<file path="src/rtl/mrd_pkg.sv">
package mrd_pkg;

    localparam int CNT_W     = 12;
    localparam int NUM_RATIO = 7;

    typedef enum logic [1:0] {
        SPD_NORMAL = 2'd0,
        SPD_DOUBLE = 2'd1,
        SPD_QUAD   = 2'd2
    } speed_e;

    typedef enum logic [2:0] {
        RT_NONE = 3'd0,
        RT_128  = 3'd1,
        RT_192  = 3'd2,
        RT_256  = 3'd3,
        RT_384  = 3'd4,
        RT_512  = 3'd5,
        RT_768  = 3'd6,
        RT_1152 = 3'd7
    } ratio_e;

    typedef struct packed {
        logic             done;   // a complete window ends this cycle
        logic             sat;    // counter sits at its limit
        logic [CNT_W-1:0] count;  // cycles since the previous window end
    } window_t;

    function automatic int nominal_of(int code);
        case (code)
            1:       return 128;
            2:       return 192;
            3:       return 256;
            4:       return 384;
            5:       return 512;
            6:       return 768;
            7:       return 1152;
            default: return 0;
        endcase
    endfunction

    function automatic speed_e speed_of(ratio_e r);
        case (r)
            RT_128, RT_192: return SPD_QUAD;
            RT_256, RT_384: return SPD_DOUBLE;
            default:        return SPD_NORMAL;
        endcase
    endfunction

endpackage

</file>
<file path="src/rtl/wclk_edge_sync.sv">
module wclk_edge_sync #(
    parameter int STAGES = 2
) (
    input  logic clk,
    input  logic rst,
    input  logic wclk_async,
    output logic rise
);
    localparam int W = STAGES + 1;

    logic [W-1:0] shreg;

    always_ff @(posedge clk) begin
        if (rst) shreg <= '0;
        else     shreg <= {shreg[W-2:0], wclk_async};
    end

    assign rise = shreg[STAGES-1] & ~shreg[STAGES];

    a_r8_single_pulse: assert property (@(posedge clk) disable iff (rst)
        rise |=> !rise);

endmodule

</file>
<file path="src/rtl/window_counter.sv">
module window_counter
    import mrd_pkg::*;
#(
    parameter int SAT_LIMIT = 1201
) (
    input  logic    clk,
    input  logic    rst,
    input  logic    rise,
    output window_t win
);
    localparam logic [CNT_W-1:0] LIMIT = CNT_W'(SAT_LIMIT);

    logic [CNT_W-1:0] cnt;
    logic             armed;

    always_ff @(posedge clk) begin
        if (rst) begin
            cnt   <= '0;
            armed <= 1'b0;
        end else if (rise) begin
            cnt   <= CNT_W'(1);
            armed <= 1'b1;
        end else if (cnt != LIMIT) begin
            cnt   <= cnt + CNT_W'(1);
        end
    end

    always_comb begin
        win.done  = rise & armed;
        win.sat   = (cnt == LIMIT);
        win.count = cnt;
    end

    a_r7_count_capped: assert property (@(posedge clk) disable iff (rst)
        cnt <= LIMIT);

    a_r9_no_window_unarmed: assert property (@(posedge clk) disable iff (rst)
        !armed |-> !win.done);

endmodule

</file>
<file path="src/rtl/ratio_classify.sv">
module ratio_classify
    import mrd_pkg::*;
#(
    parameter int TOL = 4
) (
    input  logic [CNT_W-1:0] count,
    output ratio_e           ratio
);
    logic [NUM_RATIO:1] hit;

    for (genvar i = 1; i <= NUM_RATIO; i++) begin : g_band
        localparam logic [CNT_W-1:0] LO = CNT_W'(nominal_of(i) - TOL);
        localparam logic [CNT_W-1:0] HI = CNT_W'(nominal_of(i) + TOL);
        assign hit[i] = (count >= LO) && (count <= HI);
    end

    always_comb begin
        ratio = RT_NONE;
        for (int j = 1; j <= NUM_RATIO; j++) begin
            if (hit[j]) ratio = ratio_e'(j);
        end
    end

endmodule

</file>
<file path="src/rtl/mclk_rate_detect.sv">
module mclk_rate_detect
    import mrd_pkg::*;
#(
    parameter int SYNC_STAGES = 2,
    parameter int TOL         = 4,
    parameter int SAT_LIMIT   = 1201
) (
    input  logic       clk,
    input  logic       rst,
    input  logic       wclk_async,
    output logic [1:0] speed_o,
    output logic [2:0] ratio_o,
    output logic       locked_o
);
    logic    rise;
    window_t win;
    ratio_e  cls;
    ratio_e  prev_q, ratio_q;
    speed_e  speed_q;
    logic    lock_q;

    wclk_edge_sync #(.STAGES(SYNC_STAGES)) u_sync (
        .clk        (clk),
        .rst        (rst),
        .wclk_async (wclk_async),
        .rise       (rise)
    );

    window_counter #(.SAT_LIMIT(SAT_LIMIT)) u_cnt (
        .clk  (clk),
        .rst  (rst),
        .rise (rise),
        .win  (win)
    );

    ratio_classify #(.TOL(TOL)) u_cls (
        .count (win.count),
        .ratio (cls)
    );

    always_ff @(posedge clk) begin
        if (rst) begin
            prev_q  <= RT_NONE;
            ratio_q <= RT_NONE;
            speed_q <= SPD_NORMAL;
            lock_q  <= 1'b0;
        end else if (win.done) begin
            ratio_q <= cls;
            prev_q  <= cls;
            if (cls != RT_NONE && cls == prev_q) begin
                lock_q  <= 1'b1;
                speed_q <= speed_of(cls);
            end else begin
                lock_q  <= 1'b0;
            end
        end else if (win.sat) begin
            ratio_q <= RT_NONE;
            prev_q  <= RT_NONE;
            lock_q  <= 1'b0;
        end
    end

    assign speed_o  = speed_q;
    assign ratio_o  = ratio_q;
    assign locked_o = lock_q;

    a_r5_lock_known: assert property (@(posedge clk) disable iff (rst)
        locked_o |-> ratio_o != RT_NONE);

    a_r4_speed_matches: assert property (@(posedge clk) disable iff (rst)
        locked_o |-> speed_o == speed_of(ratio_e'(ratio_o)));

    a_r6_speed_hold: assert property (@(posedge clk) disable iff (rst)
        (!locked_o && !$past(rst)) |-> $stable(speed_o));

    a_r7_sat_unlocks: assert property (@(posedge clk) disable iff (rst)
        win.sat |=> (!locked_o && ratio_o == RT_NONE));

    a_r5_lock_at_window: assert property (@(posedge clk) disable iff (rst)
        $rose(locked_o) |-> $past(win.done));

endmodule

</file>
<file path="config.mk">
export PLATFORM = sky130hd
export DESIGN_NAME = mclk_rate_detect
export DESIGN_NICKNAME = d
export VERILOG_FILES = /design/src/rtl/mrd_pkg.sv /design/src/rtl/wclk_edge_sync.sv /design/src/rtl/window_counter.sv /design/src/rtl/ratio_classify.sv /design/src/rtl/mclk_rate_detect.sv
export SDC_FILE = /design/constraint.sdc
export NUM_CORES = 1
export LEC_CHECK = 0
export BUFFER_PORTS_ARGS = -buffer_cell sky130_fd_sc_hd__buf_2
export CAP_MARGIN = 25
export CORE_AREA = 5 5 45 66
export CTS_CLUSTER_SIZE = 8
export DETAILED_ROUTE_END_ITERATION = 8
export DIE_AREA = 0 0 50 71
export GPL_TIMING_DRIVEN = 0
export PLACE_DENSITY_LB_ADDON = 0.25
export SYNTH_ARGS = -nofsm -noshare
export SYNTH_HDL_FRONTEND = slang
export SYNTH_SLANG_ARGS = --single-unit
</file>
<file path="constraint.sdc">
create_clock -name clk -period 2.95 [get_ports clk]
set_input_delay 0.295 -clock clk [delete_from_list [all_inputs] [get_ports clk]]
set_output_delay 0.295 -clock clk [all_outputs]
set_load 0.05 [all_outputs]
</file>
# Word level (Yosys, flattened, before mapping)
# Cells that the tools add are included.
# classes
eq_ne	7
n_lt_le_gt_ge	14
div	0
n_reduce_logical	15
n_shift	0
n_mux	15
n_bitwise	3
multipliers	0
n_addsub	1
# op_table
operator	count
$ge 12x8->1 const B	2
$ge 12x9->1 const B	2
$le 12x10->1 const B	2
$le 12x8->1 const B	2
$le 12x9->1 const B	2
$mux 3	6
$add 12x1->12 const B	1
$eq 12x11->1 const B	1
$ge 12x10->1 const B	1
$ge 12x11->1 const B	1
$ge 12x7->1 const B	1
$le 12x11->1 const B	1
$ne 12x11->1 const B	1
$logic_and 1x1->1	8
$eq 3x2->1 const B	2
$mux 1	6
$reduce_or 2->1	3
$mux 2	2
$pmux 2 s2	1
$reduce_bool 2->1	2
$eq 3x1->1 const B	1
$eq 3x3->1	1
$eq 3x3->1 const B	1
$reduce_bool 3->1	1
other kinds (3)	4
# totals
input_bits	3
memories	0
output_inout_bits	6
mem_bits_ro	0
ram_bits	0
wordCells	62
register_bits	22
latchBits	0

# Logic depth before layout (Yosys ltp)
# depth
ltp_word	13
depth_mapped	9
mapped_depth_nobuf	9

# By module
# A second synthesis with hierarchy kept.
# unflattened
hier_cells	150
hier_area_um2	1303.8
# by_module_without_submodules
module	seq_area_each_um2	instances	area_each_um2	cells_per_inst
window_counter	260.2	1	661.9	73
mclk_rate_detect	120.1	1	310.3	36
ratio_classify	0.0	1	244.0	34
wclk_edge_sync	60.1	1	87.6	7

# Least setup slack after synthesis
# OpenSTA, ideal clock, no wires.
# synth_timing
kind	flip-flop to flip-flop
start	reg u_cnt.cnt[0]
end	reg speed_q[0] (netlist: speed_o[0])
setup_ns	0.123
path_stages_with_launch	10
required_time_ns	2.827
setup_slack_ns	0.674
synth_period_minus_slack_ns	2.276
arrival_ns	2.153
path_cell_list	dfxtp_1 -> inv_1 -> ha_1 -> nand2b_1 -> nand4b_1 -> a31oi_1 -> or2_2 -> o31a_1 -> nor3_2 -> mux2_1
# synth_via
elab_chain_cells	12
# synth_rtl
element	line_no	text
start, declared	window_counter.sv:13	logic [CNT_W-1:0] cnt;
start signal, assigned	window_counter.sv:24	cnt <= cnt + CNT_W'(1);
$ge 12x7->1 or $le 12x8->1 (tied branches)	ratio_classify.sv:14	assign hit[i] = (count >= LO) && (count <= HI);
$logic_and 1x1->1	ratio_classify.sv:14	
$mux 1	ratio_classify.sv:20	if (hit[j]) ratio = ratio_e'(j);
$mux 2 (2 in a row)	ratio_classify.sv:20	
$mux 3 (3 in a row)	ratio_classify.sv:20	
$mux 3 (*)	ratio_classify.sv:20	
$eq 3x2->1, or another cell as far along	mrd_pkg.sv:43	case (r)
$reduce_or 2->1 or $logic_and 1x1->1 (tied branches)	mrd_pkg.sv:43, mclk_rate_detect.sv:50	
$pmux 2 s2 or $reduce_and 2->1 (tied branches)	-	
end signal, assigned	mclk_rate_detect.sv:52	speed_q <= speed_of(cls);
end, declared	mclk_rate_detect.sv:19	speed_e speed_q;
# Every way passes the cells marked *; elsewhere a longest branch is shown, timed or not.
# A chain may end at the register's enable or synchronous reset.

# Final worst setup path
# Same ends and word-level chain as after synthesis.

==> impl_metrics.py <==
metrics = {
    "floorplanning": {
        "start_util": 0.5576,
        "num_rows": 22,
        "core_area_sq_mm": 0.002367,
        "dieArea_sq_mm": 0.003550,
        "die_h_um": 71,
        "die_w_um": 50,
        "io_pins": 9,
    },
    "critical_path": {
        "slowest_stage": "a221oi_1",
        "cp-start-kind": "register",
        "crit_cells": 9,
        "path_max_fanout": 5,
        "worst_r2r_endpoint": "speed_o[0]",
        "path_cells": "inv_1 -> ha_1 -> nand2b_1 -> nand4b_1 -> nand2_1 -> a221oi_1 -> mux2i_1 -> nor3_2 -> mux2_1",
        "critPathLaunch": "u_cnt.cnt[0]",
        "crit_path_max_incr_delay_ns": 0.52,
        "worstRegToRegCells": 9,
        "arrival_ns": 2.82,
        "critPathBufInv": 1,
        "cpLargestDelayFamily": "simple AND/OR/NAND/NOR gates",
        "required_ns": 3.16,
        "r2r-start": "u_cnt.cnt[0]",
        "path_class": "register to register",
        "r2r_slack_ns": 0.35,
        "setup.worst_path.end": "speed_o[0]",
        "end_kind": "register",
    },
    "logic_synthesis": {
        "synthCells": 151,
        "ys_seq_elements": 22,
        "synthMuxAreaShare": 0.03318,
        "syn_nets": 157,
        "yosys.area_share.simple": 0.3488,
        "synth_compound_area_frac": 0.1270,
        "synth.avg_cell_area_sq_um": 8.742,
        "synth_top_area_frac": 0.3336,
        "ys_seq_area_frac": 0.3336,
        "synthXorXnorAreaFrac": 0.06635,
        "synth_area_sq_mm": 0.001320,
        "yosysUniqueCellTypes": 43,
        "synth_top_family_by_area": "simple AND/OR/NAND/NOR gates",
        "yosys-top-cells-area": "dfxtp_1 33%, nor2_1 7.7%, xor2_1 4.0%, ha_1 2.8%, nor2b_1 2.8%",
        "ys_warn_count": 0,
        "synth_largest_area_cell": "dfxtp_1",
        "synth_adder_area_share": 0.02844,
    },
    "final_layout": {
        "final_area_sq_mm": 0.001426,
        "areaGrowthSynthToFinish_pct": 8.057,
        "drive_above_1_share": 0.1902,
        "diodes": 0,
        "layout.nets": 170,
    },
    "place": {
        "post_dp_cell_area_sq_mm": 0.001390,
        "numPortBuffers": 8,
        "hpwl_um": 1987,
        "gp_congestion": 0.9162,
    },
    "sta": {
        "max_slew_margin": 0.5122,
        "max_clock_freq_ghz": 0.3840,
        "period_needed_ns": 2.604,
        "rsz0062_at_grt": "no",
        "hold_violations": 0,
        "slew_violations": 0,
        "tightest_slew_ns": 0.7215,
        "clock_skew_ns": 0.001937,
        "min_period_over_period": 0.8827,
        "hold_ws_ns": 0.1926,
        "setup_violations": 0,
        "setup-tns-final_ns": 0,
    },
    "clocking": {
        "cts_hold_buf": 0,
        "clk_pin_slew_ns": 0.12,
        "tritoncts": "yes",
        "cts_setup_buffers": 0,
        "clkLatencyLatePin_ns": 0.31,
        "htreeDepth": 1,
        "cts_root_buf": "clkbuf_4",
        "post_cts_resized": 0,
        "cts_max_path_buffers": 2,
        "cts_buffers": 3,
        "cts_sinks": 22,
    },
    "route": {
        "viasPerCell": 5.807,
        "drtPass1Iterations": 4,
        "drc": 0,
        "detail-route-antenna-nets": 0,
        "via_count": 1086,
        "drtIter0Drc": 10,
        "wl_per_cell_um": 13.97,
        "drt_wl_total_um": 2613,
    },
    "power_and_ir_drop": {
        "irDropWorstVdd_mv": 0.3081,
        "power.density_mw_per_mm2": 352.8,
        "power_leakage_nw": 0.6310,
    },
    "global_routing": {
        "grt_pass1_vias": 1046,
        "grt_util_all_layers": 0.1576,
        "grt_first_pass_wirelength_um": 4540,
        "antenna_found_initial": 0,
        "globalRouteOverflowTotal": 0,
        "grt_max_degree": 13,
    },
    "min_path": {
        "hold-path-cell-count": 2,
        "hold_path.class": "primary input to register",
    },
    "job": {
        "maxCapViolations": 0,
    },
    "status": {
        "status": "complete, no violations",
    },
}
[through the flow]
step / util / setup slack (ns) / instances / total power, mW
floorplan: - / 0.6737 / 151 / 0.3341
global placement: 0.5872 / 0.4777 / 183 / 0.3410
detailed placement: 0.5872 / 0.3944 / 183 / 0.3430
CTS: 0.6025 / 0.3652 / 187 / 0.5103
global route: 0.6025 / 0.2299 / 187 / 0.5293
finish: 0.6025 / 0.3460 / 187 / 0.5032
[layer usage]
metal / vias up / GRT usage / share of wire
met5: - / 0 / 0
met4: 0 / 0.06706 / 0.025
met3: 7 / 0.02737 / 0.019
met2: 9 / 0.2727 / 0.51
met1: 513 / 0.1849 / 0.44
li1: 557 / - / -
[synthesized netlist by cell type]
cell type and n:
mux2_1 2, nor3_1 1, and3_1 5, buf_6 3, o31a_1 1, dfxtp_1 22, nand4_1 3, mux2i_1 1
buf_12 1, a21oi_1 6, a221oi_2 1, and4_1 1, nand3_2 2, nor2_1 27, o21ai_0 2, clkbuf_1 2
nand3b_1 2, nor4b_1 3, a221oi_1 2, a2111oi_4 1, nand4b_2 1, ha_1 3, mux2_2 1, or2_2 2
nand3_1 7, nand2_1 9, a2111oi_0 1, buf_1 1, xor2_1 6, inv_1 2, or3_1 3, nand2b_1 3
nor3_4 1, nor2b_1 6, nor3_2 1, a21oi_2 2, xnor2_1 4, nand3b_4 1, a31oi_1 4, buf_2 2
nor3b_1 1, a211oi_1 1, nand4b_1 1
[state kept, by name (all words and copies together) (netlist names)]
name          cells
speed_o           2
ratio_o           3
u_cnt.cnt        12
u_cnt.armed       1
locked_o          1
u_sync.shreg      3
[cell usage in the layout, fill, tap and decap left out, types with 3 or more instances in the layout]
cell type / n
nand3_1: 7
buf_6: 3
nand4_1: 3
a21oi_1: 6
or3_1: 3
nor2b_1: 6
buf_2: 10
dfxtp_1: 22
nor2_1: 27
nor4b_1: 3
and3_1: 5
nand2_1: 9
xor2_1: 6
a31oi_1: 4
clkbuf_4: 3
ha_1: 3
xnor2_1: 4
nand2b_1: 3
[how the worst min path moves through the flow]
| stage | startpoint | to | slack [ns] |
|---|---|---|---|
| after detailed placement | u_sync.shreg[0] | u_sync.shreg[1] | 0.43 |
| final | wclk_async | u_sync.shreg[0] | 0.19 |
| after CTS | wclk_async | u_sync.shreg[0] | 0.19 |
| after global placement | u_sync.shreg[0] | u_sync.shreg[1] | 0.42 |
| after global routing | wclk_async | u_sync.shreg[0] | 0.18 |
| after floorplan | u_sync.shreg[0] | u_sync.shreg[1] | 0.41 |
[power by group]
group	switching (mW)	internal, mW	total, mW
logic	0.0163	0.0109	0.0272
clock network	0.0923	0.0754	0.168
registers	0.00556	0.303	0.308
[final cells by class]
class                   count  area (sq um)
inverters                   2         7.507
clock buffers               4         36.28
fillers                   227         940.9
well taps                  24         30.03
flip-flops and latches     22         440.4
multi-input cells         118         797.0
plain buffers               9         75.07
repair buffers              8         40.04
[logic make-up (layout without fill, tap and decap cells)]
kind of cell,after synthesis,count (layout)
fa+ha+maj,3,3
mux,4,4
flops,22,22
xor+xnor,10,10
compound gates,21,21
buf+inv,11,23
simple gates,80,80
(Power assumes the default switching activity.)
